File: config.mk
export PLATFORM = sky130hd
export DESIGN_NAME = uart_modem_loop
export DESIGN_NICKNAME = d
export VERILOG_FILES = /design/src/rtl/uart_mloop_pkg.sv /design/src/rtl/uart_mloop_rst_sync.sv /design/src/rtl/uart_mloop_ctrl_reg.sv /design/src/rtl/uart_mloop_mux.sv /design/src/rtl/uart_modem_loop.sv
export SDC_FILE = /design/constraint.sdc
export NUM_CORES = 1
export LEC_CHECK = 0
export BUFFER_PORTS_ARGS = -buffer_cell sky130_fd_sc_hd__buf_4
export CAP_MARGIN = 20
export CORE_AREA = 4 4 41 43
export CTS_CLUSTER_DIAMETER = 60
export DETAILED_ROUTE_END_ITERATION = 10
export DIE_AREA = 0 0 45 47
export HOLD_SLACK_MARGIN = 0.1
export PLACE_DENSITY = 0.78
export SLEW_MARGIN = 20
export SYNTH_ARGS = -nofsm -noshare
export SYNTH_HDL_FRONTEND = slang
export SYNTH_SLANG_ARGS = --single-unit
File: constraint.sdc
create_clock -name clk -period 0.8 [get_ports clk]
set_input_delay 0.08 -clock clk [delete_from_list [all_inputs] [get_ports clk]]
set_output_delay 0.08 -clock clk [all_outputs]
set_load 0.02 [all_outputs]
File: src/rtl/uart_mloop_pkg.sv
package uart_mloop_pkg;
  localparam int CTRL_W  = 6;
  localparam int MODEM_W = 4;

  typedef struct packed {
    logic echo;
    logic lcl_lb;
    logic out2;
    logic out1;
    logic rts;
    logic dtr;
  } mctrl_t;
endpackage

File: src/rtl/uart_mloop_rst_sync.sv
module uart_mloop_rst_sync #(
  parameter int STAGES = 2
) (
  input  logic clk,
  input  logic rst_n,
  output logic rst_ok
);
  logic [STAGES-1:0] sync_q;
  logic [STAGES-1:0] sync_d;

  always_comb begin
    sync_d = {sync_q[STAGES-2:0], 1'b1};
  end

  always_ff @(posedge clk or negedge rst_n) begin
    if (!rst_n) sync_q <= '0;
    else        sync_q <= sync_d;
  end

  assign rst_ok = sync_q[STAGES-1];
endmodule

File: src/rtl/uart_mloop_ctrl_reg.sv
module uart_mloop_ctrl_reg
  import uart_mloop_pkg::*;
(
  input  logic              clk,
  input  logic              rst_ok,
  input  logic              wr_en,
  input  logic [CTRL_W-1:0] wr_data,
  output mctrl_t            ctrl_q
);
  mctrl_t ctrl_d;

  always_comb begin
    ctrl_d = ctrl_q;
    if (wr_en) ctrl_d = mctrl_t'(wr_data);
  end

  always_ff @(posedge clk or negedge rst_ok) begin
    if (!rst_ok) ctrl_q <= '0;
    else         ctrl_q <= ctrl_d;
  end


  wr_capture_chk: assert property (@(posedge clk) disable iff (!rst_ok)
    wr_en |=> (ctrl_q == $past(wr_data)));


  wr_hold_chk: assert property (@(posedge clk) disable iff (!rst_ok)
    !wr_en |=> $stable(ctrl_q));
endmodule

File: src/rtl/uart_mloop_mux.sv
module uart_mloop_mux
  import uart_mloop_pkg::*;
(
  input  logic               clk,
  input  logic               rst_ok,
  input  mctrl_t             ctrl,
  input  logic               tx_serial,
  input  logic               rxd_pin,
  input  logic [MODEM_W-1:0] mdm_in_n,
  output logic               rx_serial,
  output logic               txd_pin,
  output logic [MODEM_W-1:0] mdm_out_n,
  output logic [MODEM_W-1:0] mdm_stat
);
  logic [MODEM_W-1:0] ctl_vec;

  assign ctl_vec = {ctrl.out2, ctrl.out1, ctrl.rts, ctrl.dtr};

  always_comb begin
    if (ctrl.lcl_lb) begin
      txd_pin   = 1'b1;
      rx_serial = tx_serial;
      mdm_out_n = '1;
      mdm_stat  = ctl_vec;
    end else begin
      txd_pin   = ctrl.echo ? rxd_pin : tx_serial;
      rx_serial = rxd_pin;
      mdm_out_n = ~ctl_vec;
      mdm_stat  = ~mdm_in_n;
    end
  end


  lb_pins_high_chk: assert property (@(posedge clk) disable iff (!rst_ok)
    ctrl.lcl_lb |-> (txd_pin && (mdm_out_n == '1)));


  lb_rx_path_chk: assert property (@(posedge clk) disable iff (!rst_ok)
    ctrl.lcl_lb |-> (rx_serial == tx_serial));


  lb_stat_map_chk: assert property (@(posedge clk) disable iff (!rst_ok)
    ctrl.lcl_lb |-> (mdm_stat[0] == ctrl.dtr && mdm_stat[3] == ctrl.out2));


  echo_path_chk: assert property (@(posedge clk) disable iff (!rst_ok)
    (ctrl.echo && !ctrl.lcl_lb) |-> (txd_pin == rxd_pin && rx_serial == rxd_pin));


  normal_rx_chk: assert property (@(posedge clk) disable iff (!rst_ok)
    !ctrl.lcl_lb |-> (rx_serial == rxd_pin));
endmodule

File: src/rtl/uart_modem_loop.sv
module uart_modem_loop
  import uart_mloop_pkg::*;
#(
  parameter int RST_STAGES = 2
) (
  input  logic              clk,
  input  logic              rst_n,
  input  logic              wr_en,
  input  logic [CTRL_W-1:0] wr_data,
  output logic [CTRL_W-1:0] ctrl_q,
  input  logic              tx_serial,
  output logic              rx_serial,
  output logic              txd_pin,
  input  logic              rxd_pin,
  output logic              dtr_n,
  output logic              rts_n,
  output logic              out1_n,
  output logic              out2_n,
  input  logic              dsr_n,
  input  logic              cts_n,
  input  logic              ri_n,
  input  logic              dcd_n,
  output logic              st_dsr,
  output logic              st_cts,
  output logic              st_ri,
  output logic              st_dcd
);
  logic               rst_ok;
  mctrl_t             ctrl;
  logic [MODEM_W-1:0] pins_n;
  logic [MODEM_W-1:0] stat;

  uart_mloop_rst_sync #(.STAGES(RST_STAGES)) u_rst (
    .clk    (clk),
    .rst_n  (rst_n),
    .rst_ok (rst_ok)
  );

  uart_mloop_ctrl_reg u_reg (
    .clk     (clk),
    .rst_ok  (rst_ok),
    .wr_en   (wr_en),
    .wr_data (wr_data),
    .ctrl_q  (ctrl)
  );

  uart_mloop_mux u_mux (
    .clk       (clk),
    .rst_ok    (rst_ok),
    .ctrl      (ctrl),
    .tx_serial (tx_serial),
    .rxd_pin   (rxd_pin),
    .mdm_in_n  ({dcd_n, ri_n, cts_n, dsr_n}),
    .rx_serial (rx_serial),
    .txd_pin   (txd_pin),
    .mdm_out_n (pins_n),
    .mdm_stat  (stat)
  );

  assign ctrl_q = ctrl;
  assign {out2_n, out1_n, rts_n, dtr_n} = pins_n;
  assign {st_dcd, st_ri, st_cts, st_dsr} = stat;


  reset_clear_chk: assert property (@(posedge clk)
    !rst_ok |-> (ctrl_q == '0 && pins_n == '1));
endmodule

; Yosys cells after proc, flatten, opt, wreduce, memory -nomap -nowiden
; Index checks and enable logic that the tools add are counted.
[totals]
regBits = 8
input_bits = 15
output_inout_bits = 16
elab_cells = 14
[op_classes]
mux = 5
bitwise = 2
[op_table]
columns = op, count
row1 = 4-bit 2-to-1 mux, 2
row2 = 4-bit inverter, 2
row3 = 1-bit 2-to-1 mux, 3

; Depth between registers and ports, before layout
; Gate-level depths: netlist of the first run.
[logic_depth]
depth_word = 2
mapped_depth = 3
mapped_depth_nobuf = 2

; Hierarchy
; Synthesis of the first run repeated with hierarchy kept, for this count alone.
[hier_totals]
hier_cells = 32
hier_area_um2 = 412.9
[by_module_without_submodules]
columns = mod, n_inst, cells_per_inst, area_each_um2, seq_area_each_um2
row1 = uart_mloop_ctrl_reg, 1, 13, 251.5, 150.1
row2 = uart_mloop_mux, 1, 16, 107.6, 0.0
row3 = uart_mloop_rst_sync, 1, 3, 53.8, 50.0

; Worst setup path before layout of the first run
; Ideal clock, no wire load.
[synth_timing]
kind = register to output
start = reg, netlist name u_reg.ctrl_q[4]
end = out st_dcd
arrival_ps = 1135
required_time_ps = 720
setup_slack_ps = -415
stages_incl_launch_ff = 3
path_buffers = 1
cell_sequence = dfrtp_1 buf_6 o21ai_0
[synth_via]
elab_chain_len = 1
[synth_lines]
columns = item, line
row1 = 4-bit 2-to-1 mux, uart_mloop_mux.sv:20  ; if (ctrl.lcl_lb) begin
row2 = to (decl), uart_modem_loop.sv:26  ; output logic st_dcd
; No other way between the ends.

; Worst setup path in the final report of the first run
[layout_timing]
start = reg, netlist name u_reg.ctrl_q[4]
end = out txd_pin
[layout_via]
elab_chain_len = 1
[layout_lines]
columns = item, line
row1 = 1-bit 2-to-1 mux, uart_mloop_mux.sv:20
row2 = to (decl), uart_modem_loop.sv:13  ; output logic txd_pin,
; No other way between the ends.

==> key figures, run 1 <==
Yosys
  • Mapped Cells: 35
  • Post-synthesis xor/xnor area fraction: 0%
  • Post-synthesis simple-gate area fraction: 11.60%
  • Synth area leaders: dfrtp_1 50%, mux2_4 11%, mux2i_1 7.5%
  • Share of the synthesized area in the top cell type: roughly 50%
  • Distinct cells, synth: 12
  • Synth area leader: dfrtp_1
  • YS warnings: 0
  • Synth Register Bits: 8
  • Mapped cell area: 399.1 sq um
  • Mux share of post-synthesis cell area: between 20 and 25%
  • Adder-cell area share of the yosys netlist: 0%
  • Syn Nets: 50
  • Avg Inst Size Synth: 11.40 sq um
  • Largest family of logic cells by synthesized area: multiplexers
  • Compound-Gate Fraction of Synth Area: around 7.2%
  • Seq/Total Area, Yosys: approximately half

Floorplanning
  • Die W: ~45 um
  • Effective utilization at floorplan: a little under a third
  • Core region area: between 0.001 and 0.0015 sq mm
  • Die area: roughly 0.0021 sq mm
  • Rows: 13
  • I/O pins: 31
  • Die H: roughly 47 um

Clock tree
  • # clock sinks: 8
  • # hold bufs at CTS: 5
  • Worst-Skew Late Latency: approximately 0.27 ns
  • CTS Buf Count: 3
  • TritonCTS clock tree: yes
  • Clock Tree Buf Depth: 2
  • H-Tree Depth: 1
  • Worst-path clk slew: ~0.06 ns
  • Root Buffer: clkbuf_4

STA
  • Peak Freq: ~750 MHz
  • Fin. Hold Viols: 0
  • Slew Limit Fails: 0
  • Worst Skew: approximately 0.010 ns
  • RSZ-0062 raised after global routing: true
  • Tcrit/Tclk final: 165.7%
  • PnR worst setup slack: -0.5255 ns
  • Count of final setup violators: 19
  • Final setup TNS: -6.718 ns
  • Tmin final: around 1.3 ns

Power
  • Register share of total power: about a third
  • Switching pwr: 483.2 uW
  • Clock power share: a little under a quarter
  • PD cells: ~1600 mW/mm^2
  • Int Power: 1.054 mW
  • Net Sw Frac: around a third
  • VDD IR max: just under 1000 uV
  • Leakage: roughly 0.47 nW
  • Combinational power share: between 40% and 50%

Routing
  • Drt drc: 0
  • Initial drt markers: 1
  • Vias per cell: 4.449
  • Drt total wl: approximately 1300 um
  • Vias: roughly 440
  • Final ANT Viol Nets: 0
  • Wire per inst: ~14 um
  • Pre-Repair DR Iteration Count: 3

GRT
  • GRT Resource Usage Total: 15.68%
  • Maximum number of pins on one net before global-route repair: 8
  • Vias in the first global route: around 490
  • Grt ovf: 0
  • Initial antenna violation count: 0
  • First-pass GRT wire length: 2214 um

Critical path
  • CP required: between 0.7 and 0.8 ns
  • CP endpoint kind: output port
  • Crit path arrival time: ~1.3 ns
  • Crit-path max cell delay: 0.46 ns
  • CP Max Fanout: 5
  • WS Path Type: reg -> out
  • Slowest CP cell: dfrtp_2
  • Cell repeated most along the worst path: buf_6
  • CP startpoint kind: register
  • Critical Path, Cell by Cell: buf_6, a211o_4, buf_6

Place
  • Dpl cell area: 757.0 sq um
  • # placed instances: 86
  • Hpwl dp: just under 900 um
  • Port buffer count: 30
  • GPL Wtd Cong: just over 0.6

Finish
  • # fillers: about 100
  • Seq. cell area: ~200 sq um
  • Share of layout cells above drive strength 1: 72.29%
  • Post-route cell area: roughly 950 sq um
  • Most common cell after layout, fill and taps aside: buf_6
  • Final core occ: ~73%
  • Final std cells w/o fill: 98
  • Most frequent cells in the layout: 21 x buf_6, 19 x buf_4, 5 x dfrtp_1
  • Multi-input gate area: about 240 sq um
  • Synthesis-to-finish area growth: 138.6%
  • Antenna cells: 0
  • Nets: 99

Outcome
  • Failing checks: setup timing
  • Status: complete, but fails checks

Worst hold path
  • Hold Path Class: in -> reg

Flow run
  • Max cap viols: 0
## layout make-up
type	count	share of cell area (%)
Tap cell	15	1.971
Multi-Input combinational cell	22	25.23
Clock buffer	4	2.760
Sequential cell	8	21.42
Timing Repair Buffer	46	47.44
Inverter	3	1.183
## repair_timing
| item | 4_1_cts | 5_1_grt |
|---|---|---|
| pin swaps | 0 | 0 |
| endpoints found under the setup margin | 19 | 22 |
| resized for setup | 22 | 4 |
| hold endpoints to repair | 12 | 3 |
| setup buffers | 2 | 1 |
## per-stage QoR
step / power, mW / setup WS, ns / hold WS [ns]
2_1_floorplan: 0.7717 / -0.1941 / -0.2156
3_3_place_gp: 1.029 / -0.2455 / -0.1366
3_5_place_dp: 1.040 / -0.2588 / -0.1358
4_1_cts: 1.525 / -0.5249 / 0.03135
5_1_grt: 1.614 / -0.5627 / 0.02480
6_report: 1.537 / -0.5255 / 0.03620
## synth_stat cells
| master | instances |
|---|---|
| nand2b_1 | 4 |
| nand2_1 | 4 |
| nor2b_1 | 1 |
| inv_1 | 3 |
| a211o_1 | 1 |
| conb_1 | 1 |
| mux2i_1 | 3 |
| mux2_4 | 3 |
| mux2_2 | 1 |
| dfrtp_1 | 8 |
| buf_6 | 2 |
| o21ai_0 | 4 |
## power groups by stage
stage | combinational [mW] | clock, mW | sequential, mW
finish | 0.696 | 0.357 | 0.484
global route | 0.736 | 0.388 | 0.490
CTS | 0.681 | 0.362 | 0.482
detailed placement | 0.557 | 0 | 0.483
global placement | 0.547 | 0 | 0.482
floorplan | 0.253 | 0 | 0.519
## sequential cells by signal, indices dropped and copies added (netlist names)
register / flops
u_rst.sync_q: 2
u_reg.ctrl_q: 6
## cells by family (layout without fill, tap and decap cells)
kind of cell | Yosys count | after routing
and+or+nand+nor | 9 | 9
muxes | 7 | 7
other | 1 | 1
buffers and inverters | 5 | 53
DFF | 8 | 8
AOI/OAI and AO/OA | 5 | 5
## critical path: cells and delay by family, from the launching register on
family | cells | cell delay (ns)
flip-flops | 1 | 0.46
buffers and inverters | 2 | 0.26
AO/OA/AOI/OAI | 1 | 0.26
## path summary, 6_finish.rpt
kind                                        startpoint                           to  slack, ns  cells past startpoint
setup / recovery           u_reg.ctrl_q[4]$_DFFE_PN0P_                      txd_pin      -0.53                      3
hold / removal                              wr_data[4]  u_reg.ctrl_q[4]$_DFFE_PN0P_       0.04                      2
setup reg to reg           u_reg.ctrl_q[4]$_DFFE_PN0P_  u_reg.ctrl_q[4]$_DFFE_PN0P_      -0.38                      4
hold reg to reg              u_rst.sync_q[1]$_DFF_PN0_  u_reg.ctrl_q[0]$_DFFE_PN0P_       0.09                      0
max in group asynchronous    u_rst.sync_q[1]$_DFF_PN0_  u_reg.ctrl_q[4]$_DFFE_PN0P_       0.49                      0
min in group asynchronous    u_rst.sync_q[1]$_DFF_PN0_  u_reg.ctrl_q[0]$_DFFE_PN0P_       0.09                      0
## layer usage
metal  vias up  track usage (%)  routed length (um)
li1        209                -                   -
met1       203            15.57                 450
met2        19            26.84                 737
met3         5            7.663                 115
met4         0            8.772                  30
met5         -                0                   0
Note: power is estimated with default switching activity, not from simulation.
==> run 2, diff against run 1 <==
Settings changed: CORE_AREA 4 4 41 43 to 2 2 39 41, DIE_AREA 0 0 45 47 to 0 0 41 43.
==> run 2 against run 1 <==
The flow still finishes with violations (setup timing). Count of clock-buffer cells in the layout stayed put. Via count fell by 7.3%. Sequential cell count is the same. First-iteration DRC count unchanged. Total power decreased by 4.9%. Cell count shrank 4.1%. Clock power is 4% lower. Critical path depth unchanged. Wire length shrank 20%. Combinational power down 8.5%. Die area is 17% lower. Highest routed layer is now met3.
==> key figures, run 2 (same netlist as run 1, synthesis figures left out) <==
Outcome
  • Status: complete, but fails checks
  • Failing checks: setup timing

Clock tree
  • # hold bufs at CTS: 5 (unchanged)
  • # clock sinks: 8 (unchanged)
  • Clock Tree Buf Depth: 2 (unchanged)
  • Worst-Skew Late Latency: 0.26 ns (about the same)
  • Post-CTS Setup Inserts: 0 (-2)
  • TritonCTS clock tree: yes
  • Root Buffer: clkbuf_4
  • CTS Buf Count: 3 (unchanged)
  • H-Tree Depth: 1 (unchanged)
  • Worst-path clk slew: 0.06 ns (about the same)

Finish
  • Synthesis-to-finish area growth: 125.7%
  • Biggest register: u_reg.ctrl_q
  • Nets: 94 (-5.1%)
  • Most frequent cells in the layout: 18 x buf_4, 17 x buf_6, 5 x dfrtp_1
  • Most common cell after layout, fill and taps aside: buf_4
  • Antenna cells: 0 (unchanged)
  • Largest registers: u_reg.ctrl_q x6, u_rst.sync_q x2
  • Max reg flops: 6 (unchanged)
  • Post-route cell area: 900.9 sq um (-5.4%)
  • Share of layout cells above drive strength 1: 70.51% (-1.8 points)

Routing
  • Pre-Repair DR Iteration Count: 4 (+1)
  • Drt drc: 0 (unchanged)
  • Final ANT Viol Nets: 0 (unchanged)
  • Vias per cell: 4.298 (-3.4%)
  • Wire per inst: 11.36 um (-17%)
  • Initial drt markers: 1 (unchanged)
  • Vias: 404 (-7.3%)
  • Drt total wl: 1068 um (-20%)

Flow run
  • Max cap viols: 0 (unchanged)

Floorplanning
  • Core region area: 0.001384 sq mm (+6.3%)
  • Rows: 14 (+1)
  • I/O pins: 31 (unchanged)
  • Effective utilization at floorplan: 28.84% (-1.8 points)
  • Die W: 41 um (-8.9%)
  • Die H: 43 um (-8.5%)
  • Die area: 0.001763 sq mm (-17%)

Critical path
  • R2R Path End: u_reg.ctrl_q[4]$_DFFE_PN0P_
  • CP endpoint kind: output port
  • Cell repeated most along the worst path: buf_6
  • Slowest CP cell: dfrtp_2
  • R2R depth: 1 (-3)
  • CP Max Fanout: 5 (unchanged)
  • Crit Reg-Reg Startpoint: u_reg.ctrl_q[4]$_DFFE_PN0P_
  • CP startpoint kind: register
  • FF-to-FF setup slack: -0.05 ns (+0.33 ns)
  • WS Path Type: reg -> out
  • Crit-path max cell delay: 0.45 ns (about the same)
  • Crit path arrival time: 1.23 ns (-0.02 ns)
  • CP required: 0.72 ns (about the same)
  • Critical Path, Cell by Cell: buf_6, a211o_4, buf_6

Power
  • Switching pwr: 450.1 uW (-6.8%)
  • Clock power share: 23.4% (+0.2 points)
  • PD cells: 1623 mW/mm^2 (+0.54%)
  • Net Sw Frac: 30.79% (-0.65 points)
  • Int Power: 1.012 mW (-4.0%)
  • Combinational power share: 43.6% (-1.7 points)
  • Leakage: 0.4444 nW (-6.1%)
  • Register share of total power: 33.0% (+1.5 points)
  • VDD IR max: 877.0 uV (-10%)

Worst hold path
  • Min-Delay Path Depth: 2 (unchanged)
  • Hold Path Class: in -> reg
  • Min-delay src: wr_data[5]
  • Hold Path End: u_reg.ctrl_q[5]$_DFFE_PN0P_

Place
  • Dpl cell area: 743.2 sq um (-1.8%)
  • GPL Wtd Cong: 0.5601 (-8.3%)
  • Hpwl dp: 748.8 um (-15%)
  • Port buffer count: 30 (unchanged)

STA
  • PnR worst setup slack: -0.5106 ns (+0.01485 ns)
  • Worst Skew: 0.008185 ns (-0.002312 ns)
  • Fin. Hold Viols: 0 (unchanged)
  • Hold WS: 0.04955 ns (+0.01335 ns)
  • Peak Freq: 763.0 MHz (+1.1%)
  • RSZ-0062 raised after global routing: true
  • Slew Limit Fails: 0 (unchanged)
  • Tmin final: 1.311 ns (-0.01485 ns)
  • Count of final setup violators: 19 (unchanged)
  • Tcrit/Tclk final: 163.8% (-1.9 points)

GRT
  • GRT Resource Usage Total: 14.66% (-1.0 points)
  • Maximum number of pins on one net before global-route repair: 8 (unchanged)
  • Grt ovf: 0 (unchanged)
  • First-pass GRT wire length: 1676 um (-24%)
  • Vias in the first global route: 442 (-11%)
  • Initial antenna violation count: 0 (unchanged)
-- run 2: cell types whose count changed in the layout (fill, tap and decap cells not counted), sizes merged --
| cell | change |
|---|---|
| buf | -5 |
-- run 2: power groups by stage --
stage                     sequential [mW]  clock [mW]  combinational [mW]
after floorplan                     0.519           0               0.253
after global placement              0.483           0               0.527
after detailed placement            0.485           0               0.536
after CTS                           0.484       0.362               0.638
after global routing                0.488       0.392               0.674
final                               0.483       0.342               0.637
-- run 2: per-stage QoR --
step / instances / TNS [ns] / total power, mW / util (%) / setup slack, ns
after floorplan: 35 / -1.660 / 0.7717 / - / -0.1941
after global placement: 85 / -1.775 / 1.010 / 53.71 / -0.2427
after detailed placement: 85 / -1.886 / 1.021 / 53.71 / -0.2581
after CTS: 94 / -5.865 / 1.484 / 64.92 / -0.5234
after global routing: 94 / -6.354 / 1.554 / 65.10 / -0.5436
final: 94 / -5.629 / 1.462 / 65.10 / -0.5106
-- run 2: cell type report --
cell class	instances	area [sq um]
flip-flops and latches	8	203.9
multi-input cells	22	240.2
well taps	16	20.02
fillers	115	483.0
repair buffers	41	399.1
inverters	3	11.26
clock buffers	4	26.28
-- run 2: layer usage --
metal	track usage, %	part of all wire [%]	vias up
met2	26.25	59	15
met5	0	0	-
met1	14.14	36	189
met3	4.712	4.1	0
li1	-	-	200
met4	6.000	0	0
-- run 2: critical path: cells and delay by family, from the launching register on --
family | cells | cell delay [ns]
flops | 1 | 0.45
buf+inv | 2 | 0.26
compound gates | 1 | 0.26
-- run 2: worst max-delay path by stage --
| stage | cells past startpoint | endpoint | from | slack, ns |
|---|---|---|---|---|
| finish | 3 | txd_pin | u_reg.ctrl_q[4]$_DFFE_PN0P_ | -0.51 |
| global route | 3 | txd_pin | u_reg.ctrl_q[4]$_DFFE_PN0P_ | -0.54 |
| CTS | 3 | txd_pin | u_reg.ctrl_q[4]$_DFFE_PN0P_ | -0.52 |
| detailed placement | 3 | txd_pin | u_reg.ctrl_q[4]$_DFFE_PN0P_ | -0.26 |
| global placement | 3 | txd_pin | u_reg.ctrl_q[4]$_DFFE_PN0P_ | -0.24 |
| floorplan | 2 | txd_pin | u_reg.ctrl_q[4]$_DFFE_PN0P_ | -0.19 |
-- run 2: repair_timing --
action                                 CTS  global route
endpoints found under the hold margin    8             3
setup endpoints to repair               19            21
pin swaps                                0             0
gates resized for setup                 20             3
==> run 3, diff against run 2 <==
Settings changed: PLACE_DENSITY 0.78 to 0.77.
==> run 3 against run 2 <==
The flow still finishes with violations (setup timing). Critical endpoint unchanged. Count of clock-buffer cells in the layout unchanged. Cell count is 3.2% higher. Total power down 1.2%. Register-to-register slack got worse by 0.12 ns. Sequential share of layout area down 0.19 points. Sequential power about the same.
==> key figures, run 3 (same netlist as run 1, synthesis figures left out) <==
Outcome
  • Status: complete, but fails checks
  • Failing checks: setup timing

Critical path
  • CP Max Fanout: 5 (unchanged)
  • CP endpoint kind: output port
  • Crit path arrival time: 1.19 ns (-0.04 ns)
  • Cell repeated most along the worst path: buf_6
  • WS Path Type: reg -> out
  • Critical Path, Cell by Cell: buf_6, a211o_4, buf_6
  • CP startpoint kind: register
  • CP required: 0.72 ns (about the same)
  • Slowest CP cell: dfrtp_2
  • Crit-path max cell delay: 0.43 ns (-0.02 ns)

Floorplanning
  • I/O pins: 31 (unchanged)
  • Core region area: 0.001384 sq mm (unchanged)
  • Die area: 0.001763 sq mm (unchanged)
  • Effective utilization at floorplan: 28.84% (unchanged)
  • Die W: 41 um (unchanged)
  • Rows: 14 (unchanged)
  • Die H: 43 um (unchanged)

STA
  • RSZ-0062 raised after global routing: true
  • Worst Skew: 0.002802 ns (-0.005383 ns)
  • Hold WS: 0.06137 ns (+0.01182 ns)
  • Fin. Hold Viols: 0 (unchanged)
  • Count of final setup violators: 19 (unchanged)
  • Tmin final: 1.270 ns (-0.04021 ns)
  • PnR worst setup slack: -0.4704 ns (+0.04021 ns)
  • Slew Limit Fails: 0 (unchanged)
  • Peak Freq: 787.2 MHz (+3.2%)
  • Tcrit/Tclk final: 158.8% (-5.0 points)
  • Final setup TNS: -5.622 ns (+0.007170 ns)

Power
  • VDD IR max: 1480 uV (+69%)
  • PD cells: 1589 mW/mm^2 (-2.1%)
  • Int Power: 1.019 mW (+0.68%)
  • Leakage: 0.4430 nW (-0.32%)
  • Switching pwr: 425.2 uW (-5.5%)
  • Clock power share: 21.7% (-1.7 points)
  • Combinational power share: 45.0% (+1.4 points)
  • Net Sw Frac: 29.45% (-1.3 points)
  • Register share of total power: 33.3% (+0.3 points)

Clock tree
  • Worst-path clk slew: 0.05 ns (about the same)
  • # hold bufs at CTS: 4 (-1)
  • TritonCTS clock tree: yes
  • Worst-Skew Late Latency: 0.24 ns (-0.02 ns)
  • H-Tree Depth: 1 (unchanged)
  • Clock Tree Buf Depth: 2 (unchanged)
  • Root Buffer: clkbuf_4
  • CTS Buf Count: 3 (unchanged)
  • # clock sinks: 8 (unchanged)

Routing
  • Wire per inst: 10.88 um (-4.3%)
  • Vias per cell: 4.392 (+2.2%)
  • Pre-Repair DR Iteration Count: 2 (-2)
  • Vias: 426 (+5.4%)
  • Drt drc: 0 (unchanged)
  • Final ANT Viol Nets: 0 (unchanged)
  • Initial drt markers: 1 (unchanged)
  • Drt total wl: 1055 um (-1.2%)

Finish
  • Most frequent cells in the layout: 21 x buf_4, 19 x buf_6, 5 x dfrtp_1
  • Nets: 97 (+3.2%)
  • Most common cell after layout, fill and taps aside: buf_4
  • Antenna cells: 0 (unchanged)
  • Largest registers: u_reg.ctrl_q x6, u_rst.sync_q x2
  • Synthesis-to-finish area growth: 127.6%
  • Multi-input gate area: 235.2 sq um (-2.1%)
  • Seq. cell area: 203.9 sq um (unchanged)
  • Max reg flops: 6 (unchanged)
  • # fillers: 110 (-4.3%)
  • Biggest register: u_reg.ctrl_q
  • Share of layout cells above drive strength 1: 72.84% (+2.3 points)

Worst hold path
  • Hold Path Class: in -> reg

Place
  • Post-place setup slack: -0.2352 ns (+0.02286 ns)
  • Port buffer count: 30 (unchanged)
  • GPL Wtd Cong: 0.5921 (+5.7%)
  • Hpwl dp: 759.4 um (+1.4%)

GRT
  • Initial antenna violation count: 0 (unchanged)
  • First-pass GRT wire length: 1518 um (-9.4%)
  • GRT Resource Usage Total: 13.11% (-1.6 points)
  • Grt ovf: 0 (unchanged)
  • Maximum number of pins on one net before global-route repair: 10 (+2)
  • Vias in the first global route: 376 (-15%)

Flow run
  • Max cap viols: 0 (unchanged)
run 3: changes by cell type in the layout (fill, tap and decap cells not counted):
cell,delta
buf_4,+3
buf_6,+2
buf_12,-1
dlymetal6s4s_1,-1
nand2b_2,+1
nand2b_4,-1
o21ai_0,+1
o21ai_1,-1
run 3: worst paths after layout:
| path | slack (ns) | start | cells after the start | endpoint |
|---|---|---|---|---|
| max reg2reg | -0.17 | u_reg.ctrl_q[4]$_DFFE_PN0P_ | 2 | u_reg.ctrl_q[4]$_DFFE_PN0P_ |
| max | -0.47 | u_reg.ctrl_q[4]$_DFFE_PN0P_ | 3 | txd_pin |
| min in group asynchronous | 0.09 | u_rst.sync_q[1]$_DFF_PN0_ | 0 | u_reg.ctrl_q[2]$_DFFE_PN0P_ |
| min | 0.06 | wr_data[4] | 2 | u_reg.ctrl_q[4]$_DFFE_PN0P_ |
| min reg2reg | 0.09 | u_rst.sync_q[1]$_DFF_PN0_ | 0 | u_reg.ctrl_q[2]$_DFFE_PN0P_ |
| max in group asynchronous | 0.49 | u_rst.sync_q[1]$_DFF_PN0_ | 0 | u_reg.ctrl_q[3]$_DFFE_PN0P_ |
run 3: routing by layer:
layer  global-route usage, %  share of wire, %  wire [um]  up-vias
met5                       0                 0          0        -
met4                       0                 0          0        0
met3                   6.283               4.3         45        0
met2                   24.38                62        649       14
met1                   13.04                34        360      204
li1                        -                 -          -      208
run 3: final cells by class:
class / count / area share (%)
Timing Repair Buffer: 44 / 45.32
Multi-Input combinational cell: 22 / 25.90
Sequential cell: 8 / 22.45
Clock buffer: 4 / 2.893
Tap cell: 16 / 2.204
Inverter: 3 / 1.240
run 3: critical path, delay by kind of cell (launching register included):
| family | cells | cell delay [ns] |
|---|---|---|
| AOI/OAI and AO/OA | 1 | 0.26 |
| buffers and inverters | 2 | 0.25 |
| DFF | 1 | 0.43 |
run 3: timing repair:
action	in CTS	in global routing
resized for setup	14	8
setup buffers	3	0
hold endpoints to repair	11	3
gates cloned	0	0
setup endpoints to repair	19	20
run 3: per-stage QoR:
step	power, mW	utilization (%)	area [sq um]	cells
floorplan	0.7717	-	462.9	35
global placement	1.003	53.35	738.2	86
detailed placement	1.013	53.35	738.2	86
CTS	1.433	63.56	879.6	97
global route	1.540	65.64	908.4	97
finish	1.444	65.64	908.4	97
run 3: power by group through the flow:
| stage | Sequential [mW] | Combinational, mW | Clock [mW] |
|---|---|---|---|
| after floorplan | 0.519 | 0.253 | 0 |
| after global placement | 0.481 | 0.522 | 0 |
| after detailed placement | 0.482 | 0.531 | 0 |
| after CTS | 0.480 | 0.618 | 0.334 |
| after global routing | 0.487 | 0.688 | 0.366 |
| final | 0.481 | 0.649 | 0.313 |
